`src/rtl/scan_pacer_pkg.sv`:
```
package scan_pacer_pkg;
   localparam int unsigned DLY_FLOOR = 2;
   localparam int unsigned GAP_FLOOR = 1;
endpackage

```
`src/rtl/scan_edge_sync.sv`:
```
module scan_edge_sync #(
   parameter int unsigned STAGES = 2
) (
   input  logic clk,
   input  logic rst_n,
   input  logic async_in,
   output logic rise
);
   logic [STAGES-1:0] chain_q;
   logic              last_q;

   generate
      if (STAGES < 2) begin : g_bad_stages
         $error("scan_edge_sync: STAGES must be at least 2");
      end
   endgenerate

   always_ff @(posedge clk or negedge rst_n) begin
      if (!rst_n) begin
         chain_q <= '0;
         last_q  <= 1'b0;
      end else begin
         chain_q <= {chain_q[STAGES-2:0], async_in};
         last_q  <= chain_q[STAGES-1];
      end
   end

   assign rise = chain_q[STAGES-1] & ~last_q;

   // A detected edge never lasts more than one cycle
   p_rise_single_r5: assert property (@(posedge clk) disable iff (!rst_n)
      rise |=> !rise);
endmodule

```
`src/rtl/scan_tick_counter.sv`:
```
module scan_tick_counter #(
   parameter int unsigned W = 8
) (
   input  logic         clk,
   input  logic         rst_n,
   input  logic         load,
   input  logic [W-1:0] load_val,
   input  logic         run,
   output logic         expire
);
   logic [W-1:0] cnt_q;

   always_ff @(posedge clk or negedge rst_n) begin
      if (!rst_n) begin
         cnt_q <= '0;
      end else if (load) begin
         cnt_q <= load_val;
      end else if (run && cnt_q != '0) begin
         cnt_q <= cnt_q - 1'b1;
      end
   end

   assign expire = run && (cnt_q == W'(1));

   // A loaded count is never zero, so expiry can always be reached
   p_load_nonzero_r4: assert property (@(posedge clk) disable iff (!rst_n)
      load |-> load_val != '0);
endmodule

```
`src/rtl/scan_pacer.sv`:
```
module scan_pacer
   import scan_pacer_pkg::*;
#(
   parameter int unsigned DLY_W       = 8,
   parameter int unsigned GAP_W       = 8,
   parameter int unsigned CH_W        = 4,
   parameter int unsigned DEF_DLY     = 3,
   parameter int unsigned SYNC_STAGES = 2
) (
   input  logic             clk,
   input  logic             rst_n,
   input  logic             smp_clk_in,
   input  logic             ext_cnv_in,
   input  logic             use_ext_cnv,
   input  logic [DLY_W-1:0] start_dly,
   input  logic [GAP_W-1:0] cnv_gap,
   input  logic [CH_W-1:0]  scan_len,
   input  logic             ovr_clr,
   output logic             cnv_strobe,
   output logic [CH_W-1:0]  chan_idx,
   output logic             scan_busy,
   output logic             scan_done,
   output logic             overrun
);
   localparam int unsigned CNT_W = (DLY_W > GAP_W) ? DLY_W : GAP_W;

   generate
      if (DEF_DLY < DLY_FLOOR) begin : g_bad_def
         $error("scan_pacer: DEF_DLY below the delay floor");
      end
      if (DEF_DLY >= (1 << DLY_W)) begin : g_bad_def_w
         $error("scan_pacer: DEF_DLY does not fit DLY_W");
      end
      if (CH_W < 1) begin : g_bad_ch
         $error("scan_pacer: CH_W must be at least 1");
      end
   endgenerate

   logic smp_rise, cnv_rise;

   scan_edge_sync #(.STAGES(SYNC_STAGES)) u_smp_sync (
      .clk(clk), .rst_n(rst_n), .async_in(smp_clk_in), .rise(smp_rise));

   scan_edge_sync #(.STAGES(SYNC_STAGES)) u_cnv_sync (
      .clk(clk), .rst_n(rst_n), .async_in(ext_cnv_in), .rise(cnv_rise));

   logic             busy_q, ext_q, strobe_q, done_q, ovr_q;
   logic [CH_W-1:0]  issued_q, idx_q;
   logic [CH_W-1:0]  len_eff, k_now;
   logic [CNT_W-1:0] dly_eff, gap_eff, load_val;
   logic             start, ext_now, fire, last, tick_exp, cnt_load;

   always_comb begin
      len_eff = (scan_len == '0) ? CH_W'(1) : scan_len;
      if (start_dly == '0)
         dly_eff = CNT_W'(DEF_DLY);
      else if (start_dly < DLY_W'(DLY_FLOOR))
         dly_eff = CNT_W'(DLY_FLOOR);
      else
         dly_eff = CNT_W'(start_dly);
      gap_eff = (cnv_gap < GAP_W'(GAP_FLOOR)) ? CNT_W'(GAP_FLOOR) : CNT_W'(cnv_gap);
   end

   assign start   = smp_rise & ~busy_q;
   assign ext_now = start ? use_ext_cnv : ext_q;
   assign k_now   = start ? '0 : issued_q;
   assign fire    = ext_now ? (cnv_rise & (start | busy_q)) : (busy_q & tick_exp);
   assign last    = fire && (k_now == len_eff - 1'b1);

   assign cnt_load = (start & ~use_ext_cnv) | (fire & ~last & ~ext_now);
   assign load_val = start ? dly_eff : gap_eff;

   scan_tick_counter #(.W(CNT_W)) u_pace (
      .clk(clk), .rst_n(rst_n), .load(cnt_load), .load_val(load_val),
      .run(busy_q & ~ext_q), .expire(tick_exp));

   always_ff @(posedge clk or negedge rst_n) begin
      if (!rst_n) begin
         busy_q   <= 1'b0;
         ext_q    <= 1'b0;
         strobe_q <= 1'b0;
         done_q   <= 1'b0;
         ovr_q    <= 1'b0;
         issued_q <= '0;
         idx_q    <= '0;
      end else begin
         strobe_q <= fire;
         done_q   <= last;
         if (start) begin
            busy_q <= ~last;
            ext_q  <= use_ext_cnv;
         end else if (last) begin
            busy_q <= 1'b0;
         end
         if (fire) begin
            idx_q    <= k_now;
            issued_q <= k_now + 1'b1;
         end else if (start) begin
            issued_q <= '0;
         end
         if (smp_rise && busy_q)
            ovr_q <= 1'b1;
         else if (ovr_clr)
            ovr_q <= 1'b0;
      end
   end

   assign cnv_strobe = strobe_q;
   assign chan_idx   = idx_q;
   assign scan_busy  = busy_q;
   assign scan_done  = done_q;
   assign overrun    = ovr_q;

   // End-of-scan pulse always coincides with a strobe
   p_done_with_strobe_r7: assert property (@(posedge clk) disable iff (!rst_n)
      scan_done |-> cnv_strobe);
   // After the end-of-scan pulse the block is idle unless a new scan began
   p_idle_after_done_r7: assert property (@(posedge clk) disable iff (!rst_n)
      scan_done |-> !scan_busy || $past(smp_rise));
   // A strobe that is not the last leaves the scan running
   p_busy_mid_scan_r1: assert property (@(posedge clk) disable iff (!rst_n)
      cnv_strobe && !scan_done |-> scan_busy);
   // Strobe channel position stays inside the scan list
   p_idx_in_list_r9: assert property (@(posedge clk) disable iff (!rst_n)
      cnv_strobe |-> chan_idx < len_eff);
   // Internal pacing never strobes on the tick right after the start
   p_min_delay_r3: assert property (@(posedge clk) disable iff (!rst_n)
      start && !use_ext_cnv |=> !cnv_strobe);
   // Overrun stays set until cleared
   p_overrun_sticky_r8: assert property (@(posedge clk) disable iff (!rst_n)
      overrun && !ovr_clr |=> overrun);
endmodule

```
`config.mk`:
```
export PLATFORM = sky130hd
export DESIGN_NAME = scan_pacer
export DESIGN_NICKNAME = d
export VERILOG_FILES = /design/src/rtl/scan_pacer_pkg.sv /design/src/rtl/scan_edge_sync.sv /design/src/rtl/scan_tick_counter.sv /design/src/rtl/scan_pacer.sv
export SDC_FILE = /design/constraint.sdc
export NUM_CORES = 1
export LEC_CHECK = 0
export ABC_AREA = 1
export CORE_MARGIN = 2
export CORE_UTILIZATION = 45
export CTS_CLUSTER_DIAMETER = 100
export DETAILED_ROUTE_END_ITERATION = 8
export PLACE_DENSITY = 0.72
export SYNTH_ARGS = -nofsm -noshare
export SYNTH_HDL_FRONTEND = slang
export SYNTH_SLANG_ARGS = --single-unit
```
`constraint.sdc`:
```
create_clock -name clk -period 2.8 [get_ports clk]
set_clock_uncertainty 0.1 [all_clocks]
set_input_delay 0.56 -clock clk [delete_from_list [all_inputs] [get_ports clk]]
set_output_delay 0.56 -clock clk [all_outputs]
set_load 0.01 [all_outputs]
```
---- Yosys cells after proc, flatten, opt, wreduce, memory -nomap -nowiden ----
Cells that the tools add are included.
cells by class
  add/subtract/negate cells ............... 3
  magnitude comparators ................... 2
  equality and inequality tests ........... 2
  multiplexer cells ....................... 15
  bitwise operators ....................... 18
  reductions and logical operators ........ 10
operator list
  cell                                                 number
  2-to-1 mux 8 bit                                     6
  2-to-1 mux 4 bit                                     3
  bitwise AND 1 bit                                    9
  == test 8 x 1 -> 1 bit (second input constant)       1
  zero test 8 bit                                      1
  < comparator 8 x 1 -> 1 bit (second input constant)  1
  < comparator 8 x 2 -> 1 bit (second input constant)  1
  nonzero test 8 bit                                   1
  subtractor 8 x 1 -> 8 bit (second input constant)    1
  inverter 1 bit                                       7
  2-to-1 mux 1 bit                                     6
  nonzero test 2 bit                                   3
  adder 4 x 1 -> 4 bit (second input constant)         1
  == test 4 bit                                        1
  logical AND 1 bit                                    4
  zero test 4 bit                                      1
  subtractor 4 x 1 -> 4 bit (second input constant)    1
  OR 1 bit                                             2
word-level totals
  register bits after elaboration ......... 27
  input port bits ......................... 26
  output and inout port bits .............. 8
  word-level logic and storage cells ...... 62

---- Logic depth before layout (Yosys ltp) ----
  word-level depth ........................ 12
  mapped depth ............................ 15
  mapped depth without buffers ............ 13

---- Cells and area by module ----
From an unflattened synthesis, not the netlist that was laid out.
unflattened totals
  cell total of the unflattened synthesis .. 230
  area, all modules ....................... 1,771.7 um2
by module, submodules not included
  module             instances  cells an instance  area each (um2)  seq. area each (um2)
  scan_pacer         1          130                967.2            325.3
  scan_tick_counter  1          90                 634.4            200.2
  scan_edge_sync     2          5                  85.1             75.1

---- Least setup slack after synthesis ----
OpenSTA, ideal clock, no wires.
  path type ............................... input-to-reg
  start ................................... input scan_len[3]
  end ..................................... register u_pace.cnt_q[6]
  library setup time ...................... 0.113 ns
  arrival time ............................ 1.601 ns
  data required time ...................... 2.587 ns
  path slack .............................. 0.986 ns
  cell stages on the path ................. 14
  buffers on the path ..................... 1
  cells stage by stage .................... inv_1 nand2_1 nand3_1 nand2_1 nand2_1 nand2_1 nand3_2 o21bai_4 nand2_2 buf_6 nand2_1 nand2_1 nand2_1 inv_1
on the way
  word-level cells in the longest chain between the ends .. 10
ends and longest elaborated chain
  item                                                           line                     source
  from (decl)                                                    scan_pacer.sv:17         input logic [CH_W-1:0] scan_len,
  zero test 4 bit                                                scan_pacer.sv:54         len_eff = (scan_len == '0) ? CH_W'(1) : scan_len;
  2-to-1 mux 4 bit *                                             scan_pacer.sv:54
  subtractor 4 x 1 -> 4 bit *                                    scan_pacer.sv:68         assign last = fire && (k_now == len_eff - 1'b1);
  == test 4 bit *                                                scan_pacer.sv:68
  logical AND 1 bit *                                            scan_pacer.sv:68
  inverter 1 bit *                                               scan_pacer.sv:70         assign cnt_load = (start & ~use_ext_cnv) | (fire & ~last & ~ext_now);
  bitwise AND 1 bit * (2 in series)                              scan_pacer.sv:70
  OR 1 bit *                                                     scan_pacer.sv:70
  2-to-1 mux 8 bit / nonzero test 2 bit (equally long branches)  --
  to (signal assigned)                                           scan_tick_counter.sv:17  cnt_q <= load_val;
  to (signal assigned)                                           scan_tick_counter.sv:19  cnt_q <= cnt_q - 1'b1;
  to (decl)                                                      scan_tick_counter.sv:11  logic [W-1:0] cnt_q;
Every way passes the cells marked *; elsewhere a longest branch is shown, timed or not.
A chain may end at the register's enable or synchronous reset.

---- Worst setup path in the final report ----
  start ................................... register busy_q, in the netlist scan_busy
  end ..................................... register u_pace.cnt_q[7]
on the way
  word-level cells in the longest chain between the ends .. 11
ends and longest elaborated chain
  item                                                           line              source
  from (decl)                                                    scan_pacer.sv:47  logic busy_q, ext_q, strobe_q, done_q, ovr_q;
  from (signal assigned)                                         scan_pacer.sv:90  busy_q <= ~last;
  inverter 1 bit                                                 scan_pacer.sv:64  assign start = smp_rise & ~busy_q;
  bitwise AND 1 bit                                              scan_pacer.sv:64
  OR 1 bit                                                       scan_pacer.sv:67  assign fire = ext_now ? (cnv_rise & (start | busy_q)) : (busy_q & tick_exp);
  bitwise AND 1 bit                                              scan_pacer.sv:67
  2-to-1 mux 1 bit                                               scan_pacer.sv:67
  logical AND 1 bit                                              scan_pacer.sv:68
  inverter 1 bit                                                 scan_pacer.sv:70
  bitwise AND 1 bit (2 in series)                                scan_pacer.sv:70
  OR 1 bit                                                       scan_pacer.sv:70
  2-to-1 mux 8 bit / nonzero test 2 bit (equally long branches)  --
Parallel ways exist; a longest one is shown, timed or not.

==> run summary <==
power per cell area: 685 nW/µm²
RSZ-0062 raised after global routing: no
post_cts resized: 0
Synth Instances: 212
grt met1 use: 23.5%
Port Buffer Count: 33
Final Hold Vio Count: 0
area added between synthesis and finish: 24.4%
WS Path Type: flop to flop
# IOs: 34
Setup TNS: 0 ns
layout cell share with drive strength beyond 1: 9.76%
max-cap violations: 0
Max Slew Vio Count: 0
HP Class: flop to flop
antenna viol nets, final: 0
CTS tree: done
area of the core: 3390 µm²
Yosys reg bits: 27
post-synthesis instance area: 1620 µm²
die height: 64.0 µm
Crit Path Max Fanout: 20
CTS Buf Count: 3
Clock Latency Late Sink: 0.33 ns
WL/cell: 10.9 µm
all-layer global routing usage: 17.5%
drt drc: 0
setup ws final: 0.516 ns
met2 Use GR: 28.9%
Post-CTS Hold Fix Bufs: 0
vias in the first global route: 1356
worst slew pin tran: 0.538 ns
Final min period: 2.28 ns
GR peak layer: met2
Crit path top cell by count: nand2_1
WP data required: 2.97 ns
routability cong.: 0.881
Yosys cell types: 27
Seq/Total Area, Yosys: 41.8%
crit share post-route: 81.6%
H-tree levels: 1
GR Layer Usage met3: 3.35%
Rel. slew slack: 64.2%
CP max stage delay: 0.45 ns
CTS max path bufs: 2
peak supply drop: 0.374 mV
CTS Root Cell: clkbuf_4
Die Width: 64.0 µm
Layout Utilization: 59.4%
Pre-antenna DRT Iters: 4
final wirelength: 3190 µm
CTS clk-pin slew, worst paths: 0.15 ns
CP Capture Type: flop
full die area: 4090 µm²
Yosys Warn Count: 0
ant diodes: 0
DRT iter0 DRCs: 80
largest net degree at the start of global routing: 28
setup repair bufs after CTS: 0
CTS sink cnt: 27
wire length of the first global-routing pass: 5690 µm
f_max: 0.438 GHz
Detailed Place HPWL: 2530 µm
filler cell count: 316
final net count: 277
syn_area_per_cell: 7.63 µm²
Crit-path slowest cell: dfrtp_1
Vias/cell: 4.75
initial antenna violation count: 0
crit path DAT: 2.46 ns
worst hold margin: 0.267 ns
via count: 1388
Rows: 21
Leak Pwr: 1.01 nW
CP cell instances: inv_2 > nand3_2 > nand2_4 > nand3_1 > nand2_1 > nand2_2 > o21bai_4 > nand2_2 > nor2_1 > nand2_1 > nand2_1
total global routing overflow: 0
initial core utilization: 47.7%
Power Total: 1.38 mW
pre-CTS setup slack: 0.291 ns
crit start category: flop
final setup fails: 0
status: complete, no violations
syn_nets: 242
-- where the power goes --
part	internal [mW]	leakage (nW)	switching, mW
combinational	0.279	0.674	0.351
sequential	0.500	0.315	0.0786
clock	0.0537	0.0177	0.117
total	0.833	1.01	0.546
-- synth_stat cells --
master    count  share of area [%]
a21oi_1       7                2.2
buf_2         2               0.62
buf_6         2                1.4
clkbuf_1      1               0.23
clkinv_2      1               0.31
dfrtp_1      27                 42
ha_1          4                3.1
inv_1        23                5.3
inv_2         7                1.6
mux2i_1       2                1.2
nand2_1      62                 14
nand2_2       3                1.2
nand2_4       3                2.1
nand3_1      13                4.0
nand3_2       2                1.2
nand4_1       4                1.5
nor2_1       15                3.5
nor3_1        4                1.2
nor3b_1       2               0.93
o211ai_1      2               0.93
o21ai_0      10                3.1
o21ai_1       3               0.93
o21bai_4      1                1.2
or2_1         2               0.77
or2_2         1               0.39
xnor2_1       3                1.6
xor2_1        6                3.2
-- worst paths after layout --
path	from	to	slack, ns	cells past startpoint
worst max-delay path	scan_busy	u_pace.cnt_q[7]	0.52	11
worst min-delay path	u_cnv_sync.chain_q[0]	u_cnv_sync.chain_q[1]	0.27	0
min in group asynchronous	rst_n	scan_done	0.48	2
worst min register to register	u_cnv_sync.chain_q[0]	u_cnv_sync.chain_q[1]	0.27	0
max in group asynchronous	rst_n	u_pace.cnt_q[6]	1.86	2
worst max register to register	scan_busy	u_pace.cnt_q[7]	0.52	11
-- sequential cells by signal, indices dropped and copies added (netlist names) --
register,cells
scan_busy,1
scan_done,1
u_smp_sync.last_q,1
ext_q,1
u_cnv_sync.last_q,1
chan_idx,4
u_pace.cnt_q,8
overrun,1
cnv_strobe,1
u_smp_sync.chain_q,2
issued_q,4
u_cnv_sync.chain_q,2
-- kinds of logic after synthesis --
| family | after synthesis | synth area share, % |
|---|---|---|
| buffers and inverters | 36 | 9.51 |
| DFF | 27 | 41.8 |
| xor gates and xnor gates | 9 | 4.87 |
| AOI/OAI and AO/OA | 23 | 8.27 |
| and+or+nand+nor | 111 | 31.2 |
| adders and majority gates | 4 | 3.09 |
| muxes | 2 | 1.24 |
-- area by class of cell --
class | count | area, µm² | area share [%]
multi-input combinational | 149 | 788 | 39.2
sequential | 27 | 676 | 33.6
timing repair buffer | 35 | 345 | 17.2
inverter | 31 | 118 | 5.85
tap | 46 | 57.6 | 2.86
clock buffer | 3 | 22.5 | 1.12
clock inverter | 1 | 5.00 | 0.249
-- cells in the final DEF (no fill, tap or decap), drive strengths merged --
cell type       n
a21oi           7
buf             2
clkbuf          3
clkdlybuf4s50  33
clkinv          2
dfrtp          27
ha              4
inv            30
mux2i           2
nand2          68
nand3          15
nand4           4
nor2           15
nor3            4
nor3b           2
o211ai          2
o21ai          13
o21bai          1
or2             3
xnor2           3
xor2            6
-- stage by stage --
step,area [µm²],std cells
final,2010,292
after global routing,2010,292
after global placement,1980,288
after floorplan,1620,212
after detailed placement,1980,288
after CTS,2010,292
-- per-layer routing --
metal | vias to the layer above | share of wire (%)
met1 | 630 | 47
met3 | 7 | 2.0
met2 | 17 | 50
li1 | 734 | -
met5 | - | 0
met4 | 0 | 0.88
-- worst max-delay path, delay by kind of cell (launching register included) --
kind,cells,cell delay [ns]
and+or+nand+nor,9,1.38
DFF,1,0.45
AOI/OAI and AO/OA,1,0.23
buffers and inverters,1,0.07
No activity file was read; power rests on OpenSTA's default activity.
